`src/rtl/pxs_pkg.sv`:
```
package pxs_pkg;

   typedef enum logic [1:0] {
      AT_NONE = 2'd0,
      AT_COL  = 2'd1,
      AT_PAIR = 2'd2,
      AT_QUAD = 2'd3
   } attr_e;

   localparam int BYTE_PIX = 8;

   // Colour of one pixel from its bitmap bit and the attribute in force.
   function automatic logic [2:0] colour_of(input logic  bit_v,
                                            input logic  mono,
                                            input attr_e am,
                                            input logic [7:0] a,
                                            input logic [1:0] pos);
      logic [2:0] nib;
      logic [1:0] fld;
      nib = pos[0] ? a[2:0] : a[6:4];
      case (pos)
         2'd0:    fld = a[7:6];
         2'd1:    fld = a[5:4];
         2'd2:    fld = a[3:2];
         default: fld = a[1:0];
      endcase
      if (mono)
         return bit_v ? 3'b111 : 3'b000;
      case (am)
         AT_COL:  return bit_v ? a[6:4] : a[2:0];
         AT_PAIR: return bit_v ? nib : 3'b000;
         default: return bit_v ? {fld, 1'b1} : 3'b000;
      endcase
   endfunction

endpackage

```
`src/rtl/pxs_seq.sv`:
```
module pxs_seq
   import pxs_pkg::*;
#(
   parameter int LINE_SLOTS = 640,
   parameter int COL_W      = 7,
   parameter int PSL_W      = 10
) (
   input  logic             clk,
   input  logic             rst_n,
   input  logic             line_start,
   input  logic [1:0]       scale_i,
   input  attr_e            attr_i,
   input  logic             act_i,
   input  logic             first_i,
   output logic             running,
   output logic             in_lead,
   output logic             pad,
   output logic [2:0]       k,
   output logic [1:0]       rep,
   output logic [1:0]       scale_q,
   output attr_e            attr_q,
   output logic             act_q,
   output logic             first_q,
   output logic             step,
   output logic             boundary,
   output logic [COL_W-1:0] next_col,
   output logic             next_ok
);

   localparam int NC1 = LINE_SLOTS / (BYTE_PIX * 1);
   localparam int NC2 = LINE_SLOTS / (BYTE_PIX * 2);
   localparam int NC3 = LINE_SLOTS / (BYTE_PIX * 3);

   logic [COL_W-1:0] col;
   logic [COL_W-1:0] last_col;
   logic [PSL_W-1:0] psl;
   logic [1:0]       rep_max;
   logic             rep_last;

   always_comb begin
      case (scale_q)
         2'd0:    begin last_col = COL_W'(NC1 - 1); rep_max = 2'd0; end
         2'd1:    begin last_col = COL_W'(NC2 - 1); rep_max = 2'd1; end
         default: begin last_col = COL_W'(NC3 - 1); rep_max = 2'd2; end
      endcase
      rep_last = in_lead || (rep == rep_max);
      step     = running && rep_last;
      boundary = step && (k == 3'd7);
      next_col = in_lead ? '0 : COL_W'(col + 1'b1);
      next_ok  = running && !pad && (in_lead || (col != last_col));
   end

   always_ff @(posedge clk or negedge rst_n) begin
      if (!rst_n) begin
         running <= 1'b0;
         in_lead <= 1'b0;
         pad     <= 1'b0;
         k       <= '0;
         rep     <= '0;
         col     <= '0;
         psl     <= '0;
         scale_q <= '0;
         attr_q  <= AT_NONE;
         act_q   <= 1'b0;
         first_q <= 1'b0;
      end else if (line_start) begin
         running <= 1'b1;
         in_lead <= 1'b1;
         pad     <= 1'b0;
         k       <= '0;
         rep     <= '0;
         col     <= '0;
         psl     <= '0;
         scale_q <= scale_i;
         attr_q  <= attr_i;
         act_q   <= act_i;
         first_q <= first_i;
      end else if (running) begin
         if (rep_last) begin
            rep <= '0;
            k   <= 3'(k + 3'd1);
         end else begin
            rep <= 2'(rep + 2'd1);
         end
         if (boundary) begin
            if (in_lead) begin
               in_lead <= 1'b0;
               col     <= '0;
            end else if (col == last_col) begin
               pad <= 1'b1;
            end else begin
               col <= COL_W'(col + 1'b1);
            end
         end
         if (!in_lead) begin
            psl <= PSL_W'(psl + 1'b1);
            if (psl == PSL_W'(LINE_SLOTS - 1))
               running <= 1'b0;
         end
      end
   end

endmodule

```
`src/rtl/pxs_fetch.sv`:
```
module pxs_fetch
   import pxs_pkg::*;
#(
   parameter int COL_W      = 7,
   parameter int ATTR_DEPTH = 40
) (
   input  logic             clk,
   input  logic             rst_n,
   input  logic             running,
   input  logic [2:0]       k,
   input  logic [1:0]       rep,
   input  logic [COL_W-1:0] next_col,
   input  logic             next_ok,
   input  logic             act_q,
   input  logic             first_q,
   input  attr_e            attr_q,
   input  logic [1:0]       scale_q,
   input  logic [7:0]       rdata,
   output logic             fetch_req,
   output logic             fetch_attr,
   output logic [COL_W-1:0] fetch_col,
   output logic [7:0]       bm_stage,
   output logic [7:0]       attr_rd
);

   localparam int AW = (ATTR_DEPTH > 1) ? $clog2(ATTR_DEPTH) : 1;
   localparam logic [2:0] SLOT_ATTR = 3'd4;
   localparam logic [2:0] SLOT_BMAP = 3'd5;

   logic [1:0]       shamt;
   logic             need_a;
   logic             attr_en;
   logic             idx_ok;
   logic             req_a;
   logic             req_b;
   logic [COL_W-1:0] aidx;
   logic             pend_a;
   logic             pend_b;
   logic [AW-1:0]    pend_idx;
   logic [7:0]       ent [ATTR_DEPTH];

   always_comb begin
      case (attr_q)
         AT_PAIR: begin shamt = 2'd1; need_a = !next_col[0]; end
         AT_QUAD: begin shamt = 2'd2; need_a = (next_col[1:0] == 2'b00); end
         default: begin shamt = 2'd0; need_a = 1'b1; end
      endcase
      aidx    = next_col >> shamt;
      idx_ok  = (int'(aidx) < ATTR_DEPTH);
      attr_en = act_q && first_q && (attr_q != AT_NONE) && (scale_q != 2'd0);
      req_a   = running && (k == SLOT_ATTR) && (rep == 2'd0) && next_ok
                && attr_en && need_a && idx_ok;
      req_b   = running && (k == SLOT_BMAP) && (rep == 2'd0) && next_ok && act_q;
      fetch_req  = req_a || req_b;
      fetch_attr = req_a;
      fetch_col  = req_a ? aidx : next_col;
      attr_rd    = idx_ok ? ent[aidx[AW-1:0]] : 8'h00;
   end

   always_ff @(posedge clk or negedge rst_n) begin
      if (!rst_n) begin
         pend_a   <= 1'b0;
         pend_b   <= 1'b0;
         pend_idx <= '0;
         bm_stage <= '0;
      end else begin
         pend_a   <= req_a;
         pend_b   <= req_b;
         pend_idx <= aidx[AW-1:0];
         if (pend_b)
            bm_stage <= rdata;
      end
   end

   // One register per attribute column, written when its fetch returns.
   for (genvar i = 0; i < ATTR_DEPTH; i++) begin : g_ent
      logic [7:0] q;
      always_ff @(posedge clk or negedge rst_n) begin
         if (!rst_n)
            q <= '0;
         else if (pend_a && (pend_idx == AW'(i)))
            q <= rdata;
      end
      assign ent[i] = q;
   end

endmodule

```
`src/rtl/pxs_shift.sv`:
```
module pxs_shift
   import pxs_pkg::*;
(
   input  logic       clk,
   input  logic       rst_n,
   input  logic       running,
   input  logic       in_lead,
   input  logic       pad,
   input  logic       act_q,
   input  attr_e      attr_q,
   input  logic [1:0] scale_q,
   input  logic       step,
   input  logic       boundary,
   input  logic       next_ok,
   input  logic [1:0] next_pos,
   input  logic [7:0] bm_stage,
   input  logic [7:0] attr_rd,
   output logic [2:0] pix_rgb
);

   logic [7:0] sh;
   logic [7:0] cur_attr;
   logic [1:0] pos;
   logic       disp;
   logic       mono;

   always_ff @(posedge clk or negedge rst_n) begin
      if (!rst_n) begin
         sh       <= '0;
         cur_attr <= '0;
         pos      <= '0;
      end else if (boundary && next_ok) begin
         sh       <= bm_stage;
         cur_attr <= attr_rd;
         pos      <= next_pos;
      end else if (step && !in_lead) begin
         sh <= {sh[6:0], 1'b0};
      end
   end

   always_comb begin
      disp    = running && !in_lead && !pad && act_q;
      mono    = (attr_q == AT_NONE) || (scale_q == 2'd0);
      pix_rgb = disp ? colour_of(sh[7], mono, attr_q, cur_attr, pos) : 3'b000;
   end

endmodule

```
`src/rtl/attr_pixel_ser.sv`:
```
module attr_pixel_ser
   import pxs_pkg::*;
#(
   parameter int  LINE_SLOTS = 640,
   parameter int  ATTR_DEPTH = 40,
   localparam int COL_W      = $clog2(LINE_SLOTS / BYTE_PIX),
   localparam int PSL_W      = $clog2(LINE_SLOTS)
) (
   input  logic             clk,
   input  logic             rst_n,
   input  logic             line_start,
   input  logic [1:0]       scale_sel,
   input  logic [1:0]       attr_sel,
   input  logic             line_active,
   input  logic             first_row,
   input  logic [7:0]       rdata,
   output logic             fetch_req,
   output logic             fetch_attr,
   output logic [COL_W-1:0] fetch_col,
   output logic [2:0]       pix_rgb
);

   if (LINE_SLOTS % (2 * BYTE_PIX) != 0) begin : g_bad_slots
      $error("LINE_SLOTS must be a multiple of 16");
   end
   if (ATTR_DEPTH < LINE_SLOTS / (2 * BYTE_PIX)) begin : g_bad_depth
      $error("ATTR_DEPTH must cover every x2 column");
   end

   logic             running, in_lead, pad;
   logic [2:0]       k;
   logic [1:0]       rep;
   logic [1:0]       scale_q;
   attr_e            attr_q;
   logic             act_q, first_q;
   logic             step, boundary, next_ok;
   logic [COL_W-1:0] next_col;
   logic [7:0]       bm_stage, attr_rd;

   pxs_seq #(
      .LINE_SLOTS(LINE_SLOTS),
      .COL_W     (COL_W),
      .PSL_W     (PSL_W)
   ) u_seq (
      .clk       (clk),
      .rst_n     (rst_n),
      .line_start(line_start),
      .scale_i   (scale_sel),
      .attr_i    (attr_e'(attr_sel)),
      .act_i     (line_active),
      .first_i   (first_row),
      .running   (running),
      .in_lead   (in_lead),
      .pad       (pad),
      .k         (k),
      .rep       (rep),
      .scale_q   (scale_q),
      .attr_q    (attr_q),
      .act_q     (act_q),
      .first_q   (first_q),
      .step      (step),
      .boundary  (boundary),
      .next_col  (next_col),
      .next_ok   (next_ok)
   );

   pxs_fetch #(
      .COL_W     (COL_W),
      .ATTR_DEPTH(ATTR_DEPTH)
   ) u_fetch (
      .clk       (clk),
      .rst_n     (rst_n),
      .running   (running),
      .k         (k),
      .rep       (rep),
      .next_col  (next_col),
      .next_ok   (next_ok),
      .act_q     (act_q),
      .first_q   (first_q),
      .attr_q    (attr_q),
      .scale_q   (scale_q),
      .rdata     (rdata),
      .fetch_req (fetch_req),
      .fetch_attr(fetch_attr),
      .fetch_col (fetch_col),
      .bm_stage  (bm_stage),
      .attr_rd   (attr_rd)
   );

   pxs_shift u_shift (
      .clk     (clk),
      .rst_n   (rst_n),
      .running (running),
      .in_lead (in_lead),
      .pad     (pad),
      .act_q   (act_q),
      .attr_q  (attr_q),
      .scale_q (scale_q),
      .step    (step),
      .boundary(boundary),
      .next_ok (next_ok),
      .next_pos(next_col[1:0]),
      .bm_stage(bm_stage),
      .attr_rd (attr_rd),
      .pix_rgb (pix_rgb)
   );

endmodule

```
`config.mk`:
```
export PLATFORM = sky130hd
export DESIGN_NAME = attr_pixel_ser
export DESIGN_NICKNAME = d
export VERILOG_FILES = /design/src/rtl/pxs_pkg.sv /design/src/rtl/pxs_seq.sv /design/src/rtl/pxs_fetch.sv /design/src/rtl/pxs_shift.sv /design/src/rtl/attr_pixel_ser.sv
export SDC_FILE = /design/constraint.sdc
export NUM_CORES = 1
export LEC_CHECK = 0
export BUFFER_PORTS_ARGS = -buffer_cell sky130_fd_sc_hd__buf_2
export CORE_UTILIZATION = 40
export CTS_CLUSTER_SIZE = 12
export DETAILED_ROUTE_END_ITERATION = 12
export GPL_ROUTABILITY_DRIVEN = 0
export PLACE_DENSITY_LB_ADDON = 0.25
export SYNTH_ARGS = -nofsm -noshare
export SYNTH_HDL_FRONTEND = slang
export SYNTH_SLANG_ARGS = --single-unit
```
`constraint.sdc`:
```
create_clock -name clk -period 5.6 [get_ports clk]
set_input_delay 0.28 -clock clk [delete_from_list [all_inputs] [get_ports clk]]
set_output_delay 0.28 -clock clk [all_outputs]
set_load 0.01 [all_outputs]
```
==> out/qor.yml <==
critical_path:
  max_stage_delay_ns: 1.15
  regToRegSetupSlack_ns: 1.45
  crit_buf_inv: 2
  critPathArrivalTime_ns: 4.43
  crit_path_end: "fetch_col[1]"
  end_kind: "primary output"
  cp-start-kind: "flip-flop"
  critPathTopFamily: "simple AND/OR/NAND/NOR gates"
  path_cells: "ha_1 -> inv_1 -> a311oi_1 -> a2111oi_4 -> o21ai_0 -> a221oi_2 -> nor4b_2 -> mux2_2 -> buf_2"
  ff2ff_path_depth: 11
  crit_start: "u_seq.attr_q[1]"
  cp_num_cells: 9
  r2r-start: "u_seq.attr_q[0]"
  slowest_stage: "nor4b_2"
  required_ns: 5.32
  path_max_fanout: 13
  reg2reg_to: "u_shift.cur_attr[4]"
  worstSetupPathType: "flip-flop to primary output"
global_route:
  top_usage_layer: "met2"
  use_met1_pct: 29.5
  grt_usage_pct: 20.3
  grt_max_degree: 173
  grt_overflow_total: 0
  use_met3_pct: 3.28
  grt_pass1_wl_mm: 75.5
  grt_use_met2_pct: 30.7
  antenna_found_initial: 0
  grt_pass1_vias: 12900
layout:
  nNetsFinal: 1677
  fill_cells: 4314
  final_layout_size_suffix_gt1_share_pct: 28.6
  seq_area_sq_um: 9630
  multi_input_area_sq_um: 8580
  final_cell_mix: "dfrtp_1 (385), mux2_2 (352), nand2_1 (270), nor2_1 (99), mux2i_1 (58)"
  diodes: 0
  fin_cells: 2281
  area_delta_synth_final_pct: 10.9
  layout_commonest_cell: "dfrtp_1"
drt:
  drc: 0
  first_pass_iters: 6
  routedWlPerCell_um: 20.6
  ant_nets: 0
  initialDrtViolationCount: 913
  drt_wl_total_mm: 47.0
  routed_via_density: 5.61
  vias: 12800
synthesis:
  synth_edf_count: 0
  synth_area_sq_um: 18800
  ys_async_sr_fraction_pct: 100
  syn_inst: 1668
  syn_area_per_cell_sq_um: 11.3
  syn-num-nets: 1698
  synth_ff_type: "dfrtp_1"
  yosysSeqAreaShare_pct: 51.3
  ys_warn_count: 0
  synth_cell_types: 65
  ys_ff_latch: 385
place:
  dp_hpwl_mm: 29.8
  portBuffers: 28
  place_inst: 2201
timing:
  max_clock_freq_mhz: 212
  worstMarginPinSlew_ns: 1.29
  fin_worst_skew_ns: 0.0233
  timing.final.crit_share_pct: 84.0
  slew_headroom_pct: 13.7
  setup_viol: 0
  rsz0062_at_grt: "false"
  slew_viol_final: 0
  period_needed_ns: 4.71
  hold_viol_final: 0
  tns_ns: 0
floorplanning:
  die_y_um: 219
  die_area_sq_um: 47800
  die_x_um: 219
  row_count: 79
  start_util_pct: 40.4
  io_pins: 29
  core-area_sq_um: 46500
clock_network:
  clk_pin_slew_ns: 0.06
  clk_path_buf_depth: 3
  insertion_delay_ns: 0.58
  tritoncts: "built"
  cts.sinks: 385
  cts_buffers: 44
  clockRootBuffer: "clkbuf_16"
  ctsHtreeMaxLevel: 2
  postCtsSetupBuffers: 0
worst_hold_path:
  holdCritPathClass: "primary input to flip-flop"
  hold_depth: 2
job:
  maxCapViolCount: 0
power:
  vdd_drop_max_v: 0.000196
  cellPowerDensity_nw_per_um2: 299
  p_leak_nw: 9.06
outcome:
  status: "finished, final reports clean"
-- stage by stage --
step	hold slack, ns	cell area [sq um]	setup slack, ns	util [%]	power [mW]
2_1_floorplan	-0.0156	18800	2.31	-	3.30
3_3_place_gp	0.337	19400	1.55	41.7	3.48
3_5_place_dp	0.336	19400	1.46	41.7	3.49
4_1_cts	0.212	20800	0.893	44.8	6.29
5_1_grt	0.260	20800	0.515	44.8	6.45
6_report	0.220	20800	0.894	44.8	6.22
-- worst reg2reg max path: cells and delay by family, from the launching register on --
family | cells | cell delay, ns
compound gates | 2 | 0.30
fa+ha+maj | 1 | 0.50
buf+inv | 3 | 1.32
flops | 1 | 0.41
mux | 3 | 1.24
simple gates | 2 | 0.30
-- routing by layer --
| layer | up-vias | routed length [um] | part of all wire [%] |
|---|---|---|---|
| met5 | - | 0 | 0 |
| met4 | 0 | 1220 | 2.6 |
| met3 | 77 | 2060 | 4.4 |
| met2 | 241 | 20900 | 44 |
| met1 | 6601 | 22900 | 49 |
| li1 | 5874 | - | - |
-- final cells by class --
type | instances | area share (%)
Sequential cell | 385 | 46.3
Multi-Input combinational cell | 1140 | 41.2
Clock buffer | 65 | 6.20
Tap cell | 607 | 3.65
Timing Repair Buffer | 50 | 1.78
Inverter | 26 | 0.493
Clock inverter | 8 | 0.379
-- logic make-up after synthesis --
family / Yosys count / synth area share [%]
muxes: 414 / 24.7
buffers and inverters: 143 / 3.26
DFF: 385 / 51.3
adders and majority gates: 13 / 0.866
and+or+nand+nor: 509 / 12.0
xor gates and xnor gates: 15 / 0.740
AOI/OAI and AO/OA: 189 / 7.16
-- Yosys cell counts (all sizes together) (13+ instances only) --
cell type	instances	area share, %
mux2i	58	3.1
dfrtp	385	51
o21ai	37	0.99
clkbuf	85	1.7
nor2	99	2.0
o211ai	21	0.84
a211oi	15	0.63
nor3	13	0.35
and3	49	1.6
nand2	270	5.4
mux2	352	21
a31oi	22	0.73
nand3	28	0.77
inv	26	0.55
a21oi	21	0.56
a311oi	23	1.1
buf	32	1.0
ha	13	0.87
-- worst min path at each step --
stage	start	endpoint
floorplan	rst_n	u_fetch.bm_stage[0]
global placement	rst_n	u_fetch.bm_stage[0]
detailed placement	rst_n	u_shift.sh[0]
CTS	line_start	u_seq.k[2]
global route	line_start	u_seq.k[1]
finish	line_start	u_seq.k[0]
-- sequential cells by signal, indices dropped and copies added (netlist names) --
register	flops
u_fetch.g_ent.q	320
u_seq.first_q	1
u_shift.sh	8
u_fetch.pend_idx	6
u_shift.cur_attr	8
u_shift.pos	2
u_seq.psl	10
u_fetch.bm_stage	8
u_seq.act_q	1
u_seq.pad	1
u_seq.k	3
u_fetch.pend_a	1
u_seq.rep	2
u_seq.scale_q	2
u_seq.col	7
u_seq.running	1
u_fetch.pend_b	1
u_seq.in_lead	1
u_seq.attr_q	2
-- power breakdown --
group	total [mW]	internal [mW]	switching, mW
Clock	2.78	1.63	1.15
Combinational	0.435	0.189	0.246
Sequential	3.01	2.91	0.0939
Total	6.22	4.73	1.49
-- what timing repair did --
action	CTS	global route
hold buffers	7	0
hold endpoints to repair	90	0
setup endpoints to repair	0	0
gates resized for setup	0	0
Note: power is estimated with default switching activity, not from simulation.
